[src/rtl/wdog_pkg.sv]
package wdog_pkg;
  localparam int CNT_W   = 16;
  localparam int ADDR_W  = 2;
  localparam int WDATA_W = CNT_W + 2;
  localparam int RDATA_W = 32;

  localparam logic [CNT_W-1:0] KEY_A = 16'h556C;
  localparam logic [CNT_W-1:0] KEY_B = 16'hAA39;

  localparam logic [ADDR_W-1:0] IDX_CTRL = 2'd0;
  localparam logic [ADDR_W-1:0] IDX_CNT  = 2'd1;
  localparam logic [ADDR_W-1:0] IDX_SVC  = 2'd2;

  localparam int BIT_EN   = CNT_W;
  localparam int BIT_MODE = CNT_W + 1;

  typedef enum logic {SEQ_IDLE = 1'b0, SEQ_ARMED = 1'b1} seq_t;
endpackage

[src/rtl/wdog_key_seq.sv]
module wdog_key_seq
  import wdog_pkg::*;
#(
  parameter int W = CNT_W,
  parameter logic [W-1:0] K1 = KEY_A,
  parameter logic [W-1:0] K2 = KEY_B
) (
  input  logic         clk,
  input  logic         rst,
  input  logic         wr,
  input  logic [W-1:0] val,
  output logic         svc_ok,
  output logic         armed
);
  seq_t state_q;

  assign armed  = (state_q == SEQ_ARMED);
  assign svc_ok = wr && armed && (val == K2);

  always_ff @(posedge clk) begin
    if (rst) begin
      state_q <= SEQ_IDLE;
    end else if (wr) begin
      if (val == K1) state_q <= SEQ_ARMED;
      else           state_q <= SEQ_IDLE;
    end
  end

  assert_bad_clears_R4: assert property (@(posedge clk) disable iff (rst)
    (wr && val != K1 && val != K2) |=> !armed);
  assert_k1_arms_R6: assert property (@(posedge clk) disable iff (rst)
    (wr && val == K1) |=> armed);
  assert_lone_k2_R5: assert property (@(posedge clk) disable iff (rst)
    (wr && !armed && val == K2) |=> !armed);
endmodule

[src/rtl/wdog_counter.sv]
module wdog_counter
  import wdog_pkg::*;
#(
  parameter int W = CNT_W
) (
  input  logic         clk,
  input  logic         rst,
  input  logic         en,
  input  logic         tick,
  input  logic         irq_mode,
  input  logic         load,
  input  logic [W-1:0] load_val,
  output logic [W-1:0] cnt,
  output logic         rst_req,
  output logic         irq
);
  localparam logic [W-1:0] INIT = {W{1'b1}};
  localparam logic [W-1:0] ONE  = W'(1);

  logic [W-1:0] cnt_q;
  logic         rst_req_q, irq_q;
  logic         step, expire;

  assign step   = en && tick && (cnt_q != '0);
  assign expire = en && tick && (cnt_q <= ONE) && !load && !(rst_req_q || irq_q);

  always_ff @(posedge clk) begin
    if (rst) begin
      cnt_q     <= INIT;
      rst_req_q <= 1'b0;
      irq_q     <= 1'b0;
    end else begin
      if (load)      cnt_q <= load_val;
      else if (step) cnt_q <= cnt_q - ONE;
      if (expire && !irq_mode) rst_req_q <= 1'b1;
      if (expire && irq_mode)  irq_q <= 1'b1;
      else if (load)           irq_q <= 1'b0;
    end
  end

  assign cnt     = cnt_q;
  assign rst_req = rst_req_q;
  assign irq     = irq_q;

  assert_hold_R2: assert property (@(posedge clk) disable iff (rst)
    (!load && !(en && tick)) |=> $stable(cnt_q));
  assert_no_wrap_R11: assert property (@(posedge clk) disable iff (rst)
    (!load && cnt_q == '0) |=> cnt_q == '0);
  assert_rst_sticky_R7: assert property (@(posedge clk) disable iff (rst)
    rst_req_q |=> rst_req_q);
  assert_one_req_R8: assert property (@(posedge clk) disable iff (rst)
    !(rst_req_q && irq_q));
endmodule

[src/rtl/wdog_keyed.sv]
module wdog_keyed
  import wdog_pkg::*;
(
  input  logic               clk,
  input  logic               rst,
  input  logic               tick_en,
  input  logic               bus_we,
  input  logic               bus_re,
  input  logic [ADDR_W-1:0]  bus_addr,
  input  logic [WDATA_W-1:0] bus_wdata,
  output logic [RDATA_W-1:0] bus_rdata,
  output logic               wdt_rst_req,
  output logic               wdt_irq
);
  localparam int PAD_CNT  = RDATA_W - CNT_W;
  localparam int PAD_CTRL = RDATA_W - WDATA_W;

  logic [CNT_W-1:0]   reload_q;
  logic               en_q, mode_q;
  logic               svc_wr, svc_ok, armed;
  logic [CNT_W-1:0]   cnt;
  logic [RDATA_W-1:0] rdata_q;

  assign svc_wr = bus_we && (bus_addr == IDX_SVC);

  always_ff @(posedge clk) begin
    if (rst) begin
      reload_q <= {CNT_W{1'b1}};
      en_q     <= 1'b0;
      mode_q   <= 1'b0;
    end else if (bus_we && bus_addr == IDX_CTRL) begin
      reload_q <= bus_wdata[CNT_W-1:0];
      en_q     <= bus_wdata[BIT_EN];
      mode_q   <= bus_wdata[BIT_MODE];
    end
  end

  wdog_key_seq #(.W(CNT_W), .K1(KEY_A), .K2(KEY_B)) u_seq (
    .clk(clk), .rst(rst), .wr(svc_wr), .val(bus_wdata[CNT_W-1:0]),
    .svc_ok(svc_ok), .armed(armed)
  );

  wdog_counter #(.W(CNT_W)) u_cnt (
    .clk(clk), .rst(rst), .en(en_q), .tick(tick_en), .irq_mode(mode_q),
    .load(svc_ok), .load_val(reload_q), .cnt(cnt),
    .rst_req(wdt_rst_req), .irq(wdt_irq)
  );

  always_ff @(posedge clk) begin
    if (rst) begin
      rdata_q <= '0;
    end else if (bus_re) begin
      case (bus_addr)
        IDX_CTRL: rdata_q <= {{PAD_CTRL{1'b0}}, mode_q, en_q, reload_q};
        IDX_CNT:  rdata_q <= {{PAD_CNT{1'b0}}, cnt};
        default:  rdata_q <= '0;
      endcase
    end
  end

  assign bus_rdata = rdata_q;

  assert_cnt_upper_R9: assert property (@(posedge clk) disable iff (rst)
    (bus_re && bus_addr == IDX_CNT) |=> bus_rdata[RDATA_W-1:CNT_W] == '0);
  assert_svc_zero_R10: assert property (@(posedge clk) disable iff (rst)
    (bus_re && bus_addr == IDX_SVC) |=> bus_rdata == '0);
  assert_armed_hold_R3: assert property (@(posedge clk) disable iff (rst)
    (armed && !svc_wr) |=> armed);
endmodule

[config.mk]
export PLATFORM = sky130hd
export DESIGN_NAME = wdog_keyed
export DESIGN_NICKNAME = d
export VERILOG_FILES = /design/src/rtl/wdog_pkg.sv /design/src/rtl/wdog_key_seq.sv /design/src/rtl/wdog_counter.sv /design/src/rtl/wdog_keyed.sv
export SDC_FILE = /design/constraint.sdc
export NUM_CORES = 1
export LEC_CHECK = 0
export BUFFER_PORTS_ARGS = -buffer_cell sky130_fd_sc_hd__buf_2
export CORE_UTILIZATION = 28
export CTS_CLUSTER_SIZE = 40
export DETAILED_ROUTE_END_ITERATION = 8
export GPL_ROUTABILITY_DRIVEN = 0
export PLACE_DENSITY = 0.56
export SYNTH_ARGS = -nofsm -noshare
export SYNTH_HDL_FRONTEND = slang
export SYNTH_SLANG_ARGS = --single-unit
[constraint.sdc]
create_clock -name clk -period 4.4 [get_ports clk]
set_input_delay 0.88 -clock clk [delete_from_list [all_inputs] [get_ports clk]]
set_output_delay 0.88 -clock clk [all_outputs]
set_load 0.03 [all_outputs]
# After elaboration in Yosys (flattened, before gate mapping)
# Index checks and enable logic that the tools add are counted.
# Widths: inputs -> output; s select.
# op_classes
n_mux	6
n_eq_ne	4
reduce_logical	19
n_addsub	1
order_cmp	1
# ops
operator	count
$pmux 18 s2	1
$mux 16	2
$eq 16x15->1 const B	1
$eq 16x16->1 const B	1
$le 16x1->1 const B	1
$reduce_bool 16->1	1
$sub 16x1->16 const B	1
$logic_and 1x1->1	11
$reduce_bool 2->1	2
$logic_not 1->1	3
$mux 1	3
$eq 2x1->1 const B	1
$eq 2x2->1 const B	1
$logic_not 2->1	1
$logic_or 1x1->1	1
# word_totals
input_bits	25
out_inout_bits	34
word_cells	39
reg_bits	69

# Logic depth before layout (Yosys ltp)
# depth
word_depth	9
depth_mapped	8
ltp_nobuf	7

# By module
# Synthesis repeated with hierarchy kept, for this count alone.
# hier_totals
hier_cells	321
area_unflattened_um2	2904.0
# modules_own_cells
module	cells_per_inst	area_each_um2	seq_area_each_um2	n_inst
wdog_keyed	158	1612.8	720.7	1
wdog_counter	148	1171.1	360.3	1
wdog_key_seq	15	120.1	20.0	1

# Worst setup path before layout
# OpenSTA, ideal clock, no wires.
# synth_path
path_type	input-to-reg
start	input bus_wdata[2]
end	register u_cnt.rst_req_q, in the netlist u_cnt.rst_req
stages	6
path_buffers	2
arrival_ps	2397
required_ps	4275
setup_slack_ps	1878
setup_ps	125
path_cell_list	or4b_4 or4_4 buf_6 buf_8 a31oi_1 nor2_1
# synth_between
elab_chain_len	6
# synth_rtl
item	line_no	text
start, declared	wdog_keyed.sv:10	input logic [WDATA_W-1:0] bus_wdata,
$eq 16x16->1	wdog_key_seq.sv:18	assign svc_ok = wr && armed && (val == K2);
$logic_and 1x1->1	wdog_key_seq.sv:18	
$logic_not 1->1	wdog_counter.sv:25	assign expire = en && tick && (cnt_q <= ONE) && !load && !(rst_req_q || irq_q);
$logic_and 1x1->1 (2 in a row)	wdog_counter.sv:25	
$logic_and 1x1->1	wdog_counter.sv:35	if (expire && !irq_mode) rst_req_q <= 1'b1;
end signal, assigned	wdog_counter.sv:30	rst_req_q <= 1'b0;
end signal, assigned	wdog_counter.sv:35	
end, declared	wdog_counter.sv:21	logic rst_req_q, irq_q;
# Every way passes these cells.
# A chain may end at the register's enable or synchronous reset.

# Worst setup path in the final report
# layout_path
start	input tick_en
end	register u_cnt.cnt_q[13], in the netlist u_cnt.cnt[13]
# layout_between
elab_chain_len	3
# layout_rtl
item	line_no	text
start, declared	wdog_keyed.sv:6	input logic tick_en,
$logic_and 1x1->1 (2 in a row)	wdog_counter.sv:24	assign step = en && tick && (cnt_q != '0);
$reduce_bool 2->1 (no source line)	n/a	
end signal, assigned	wdog_counter.sv:33	if (load) cnt_q <= load_val;
end signal, assigned	wdog_counter.sv:34	else if (step) cnt_q <= cnt_q - ONE;
end, declared	wdog_counter.sv:20	logic [W-1:0] cnt_q;
# Every way passes these cells.

==> impl_metrics.csv <==
group,metric,value,unit
outcome,status,"finished clean",
layout,layout-drive-gt1-share,0.2049,
cts,clk_pin_slew_worst_paths,0.10,ns
routing,drc,0,
setup_path,critPathKind,"input port to flip-flop",
setup_path,cp.arrival,2.53,ns
cts,cts.sinks,55,
die,die_w,101.7,µm
place,dp_hpwl,5315,µm
layout,layout.nets,397,
synthesis,synth_seq_cells,55,
global_route,track_usage,0.1500,
synthesis,synth-simple-area-share,0.3275,
sta,fin_setup_tns,0,ns
sta,skew,0.008927,ns
pwr,peakVddDrop,220.3,µV
setup_path,end_kind,"flip-flop",
layout,fill_cells,1051,
sta,min_period_over_period,0.5355,
hold_path,hold_path.class,"flip-flop to flip-flop",
routing,firstDrtPassIters,6,
sta,final-max-slew-violation-count,0,
die,initial_core_util,0.2876,
global_route,antenna_found_initial,0,
layout,syn2layout_area_growth,13.34,%
routing,ant_nets,0,
routing,vias_per_cell,4.685,
pwr,p_leak,1.234,nW
sta,fin_hold_ws,0.4734,ns
cts,cts_hold_buffers,0,
synthesis,synth.avg_cell_area,8.265,µm²
setup_path,path_max_fanout,6,
sta,fmax,0.4244,GHz
setup_path,start_kind,"input port",
cts,htree_levels,2,
global_route,grt_max_degree,35,
cts,cts_setup_buffers,0,
die,die_h,101.7,µm
sta,maxSlewHeadroom,0.2588,
setup_path,startpoint,"tick_en",
synthesis,yosys.area_share.adder,0.008985,
sta,setup_viol,0,
place,dp_slack,1.722,ns
sta,hold_violations,0,
global_route,grt-ovfl-total,0,
routing,drt_iter0_markers,119,
synthesis,yosys_warnings,0,
layout,antenna_cells,0,
routing,dr_total_vias,2361,
setup_path,required,4.57,ns
setup_path,r2r_start,"u_cnt.cnt[0]$_SDFFE_PP1P_",
synthesis,netlist_instances,337,
die,num_rows,36,
cts,cts_buffers,5,
cts,clk_latency,0.32,ns
sta,setup_slack,2.044,ns
run,cap_violations,0,
pwr,power_density,331.4,nW/µm²
sta,rsz0062_at_grt,"false",
cts,cts-resized-gates,0,
global_route,grt_pass1_vias,2287,
sta,min_period,2.356,ns
synthesis,synth_xor_area_frac,0.02201,
cts,cts_root_buf,"clkbuf_8",
die,die-area,10350,µm²
layout,fin_cells,504,
hold_path,holdCritStartpoint,"bus_rdata[16]$_SDFFE_PP0P_",
routing,routed_wl,7116,µm
synthesis,syn_area,2785,µm²
die,io_pins,59,
place,dp.cells,496,
synthesis,synth_top_family_by_area,"simple AND/OR/NAND/NOR gates",
sta,tightest_slew,1.110,ns
routing,wl_per_cell,14.12,µm
cts,cts_tree,"yes",
synthesis,synth_compound_area_frac,0.09569,
place,io_buffer_count,44,
global_route,grt_pass1_wl,11810,µm
cts,clockBufferDepth,2,
die,core-area,9684,µm²
synthesis,synth.area.mux_share,0.07188,
synthesis,synth_seq_area_share,0.3953,
synthesis,synth_cell_types,43,
==> routing by layer <==
metal | vias to the layer above | wire, µm | GRT usage
met3 | 9 | 193 | 0.02001
met5 | - | 0 | 0
li1 | 1216 | - | -
met1 | 1087 | 3406 | 0.1906
met4 | 0 | 128 | 0.06243
met2 | 49 | 3387 | 0.2547
==> layout by cell type, fill, tap and decap left out, types with 3 or more instances in the layout <==
master,Yosys,final
a211oi_1,3,3
a21oi_1,31,31
buf_2,0,44
clkbuf_8,0,5
conb_1,1,14
dfxtp_1,55,55
inv_1,4,4
mux2_2,16,16
nand2_1,41,41
nand2b_1,4,4
nand3_1,24,24
nand4_1,3,3
nor2_1,33,33
nor2b_1,17,17
nor3_1,17,17
nor4_1,6,6
nor4b_1,3,3
nor4bb_1,3,3
o21ai_0,9,9
or3_1,3,3
xnor2_1,6,6
==> power breakdown <==
| group | total, W | internal, W | switching (W) |
|---|---|---|---|
| logic | 0.000121 | 0.0000376 | 0.0000829 |
| clock network | 0.000400 | 0.000227 | 0.000173 |
| registers | 0.000526 | 0.000515 | 0.0000109 |
==> kinds of logic (layout without fill, tap and decap cells) <==
logic type / count (synthesis) / in the layout
and+or+nand+nor: 170 / 170
DFF: 55 / 55
AOI/OAI and AO/OA: 49 / 49
buffers and inverters: 35 / 56
muxes: 18 / 18
xor gates and xnor gates: 7 / 7
adders and majority gates: 2 / 2
other: 1 / 14
==> sequential cells by signal, summed over array words and instances, names as in the netlist <==
| signal | flops |
|---|---|
| bus_rdata | 18 |
| reload_q | 16 |
| u_cnt.cnt | 16 |
| en_q | 1 |
| mode_q | 1 |
| u_cnt.irq | 1 |
| u_cnt.rst_req | 1 |
| u_seq.armed | 1 |
==> critical path, cell delays in order <==
cell and delay (ns):
buf_2 0.11, nor4bb_1 0.52, nand4_1 0.34, o31a_1 0.34
nor3_1 0.23, o21ai_0 0.12
==> per-stage QoR <==
stage | power, W | cell area (µm²) | util
final | 0.001046 | 3157 | 0.3260
after global routing | 0.001083 | 3157 | 0.3260
after CTS | 0.001057 | 3157 | 0.3260
after detailed placement | 0.0006578 | 3020 | 0.3119
after global placement | 0.0006559 | 3020 | 0.3119
after floorplan | 0.0006298 | 2834 | -
==> worst paths after layout <==
| path | to | slack [ns] | depth (start not counted) |
|---|---|---|---|
| worst min-delay path | bus_rdata[16]$_SDFFE_PP0P_ | 0.47 | 2 |
| worst max-delay path | u_cnt.cnt[13]$_SDFFE_PP1P_ | 2.04 | 6 |
| worst min register to register | bus_rdata[16]$_SDFFE_PP0P_ | 0.47 | 2 |
| worst max register to register | u_cnt.cnt[2]$_SDFFE_PP1P_ | 2.07 | 7 |
==> cell usage after synthesis <==
| master | n | area share |
|---|---|---|
| nor4b_1 | 3 | 0.0094 |
| or4b_2 | 2 | 0.0072 |
| nand2_1 | 41 | 0.055 |
| nor2b_1 | 17 | 0.038 |
| a21oi_1 | 31 | 0.056 |
| nor3b_1 | 2 | 0.0054 |
| dfxtp_1 | 55 | 0.40 |
| a31oi_1 | 1 | 0.0022 |
| and3_1 | 1 | 0.0022 |
| and2_1 | 2 | 0.0045 |
| or3_1 | 3 | 0.0067 |
| or4_4 | 2 | 0.0081 |
| buf_4 | 14 | 0.038 |
| a211oi_1 | 3 | 0.0081 |
| dlygate4sd1_1 | 1 | 0.0031 |
| nor3_1 | 17 | 0.031 |
| clkbuf_1 | 13 | 0.018 |
| nor2_1 | 33 | 0.044 |
| o21ai_1 | 1 | 0.0018 |
| o21ai_0 | 9 | 0.016 |
| mux2i_1 | 2 | 0.0072 |
| nor4bb_1 | 3 | 0.011 |
| o211ai_1 | 1 | 0.0027 |
| ha_1 | 2 | 0.0090 |
| buf_6 | 2 | 0.0081 |
| nand4b_1 | 1 | 0.0031 |
| mux2_2 | 16 | 0.065 |
| nor4_4 | 2 | 0.015 |
| nand2b_1 | 4 | 0.0090 |
| o21a_1 | 1 | 0.0027 |
| or4_1 | 1 | 0.0027 |
| xnor2_1 | 6 | 0.019 |
| o31a_1 | 2 | 0.0063 |
| nand3b_1 | 1 | 0.0027 |
| nand3_1 | 24 | 0.043 |
| conb_1 | 1 | 0.0013 |
| inv_1 | 4 | 0.0054 |
| and3b_2 | 1 | 0.0036 |
| nor4_1 | 6 | 0.013 |
| nand4_1 | 3 | 0.0067 |
| or4b_4 | 1 | 0.0049 |
| xor2_1 | 1 | 0.0031 |
| buf_8 | 1 | 0.0054 |
==> area by class of cell <==
cell class	count	area (µm²)	area share
Clock buffer	5	68.82	0.02180
Clock inverter	3	67.56	0.02140
Inverter	4	15.01	0.004756
Multi-Input combinational cell	260	1518	0.4808
Sequential cell	55	1101	0.3488
Tap cell	133	166.4	0.05272
Timing Repair Buffer	44	220.2	0.06976
No activity file was read; power rests on OpenSTA's default activity.
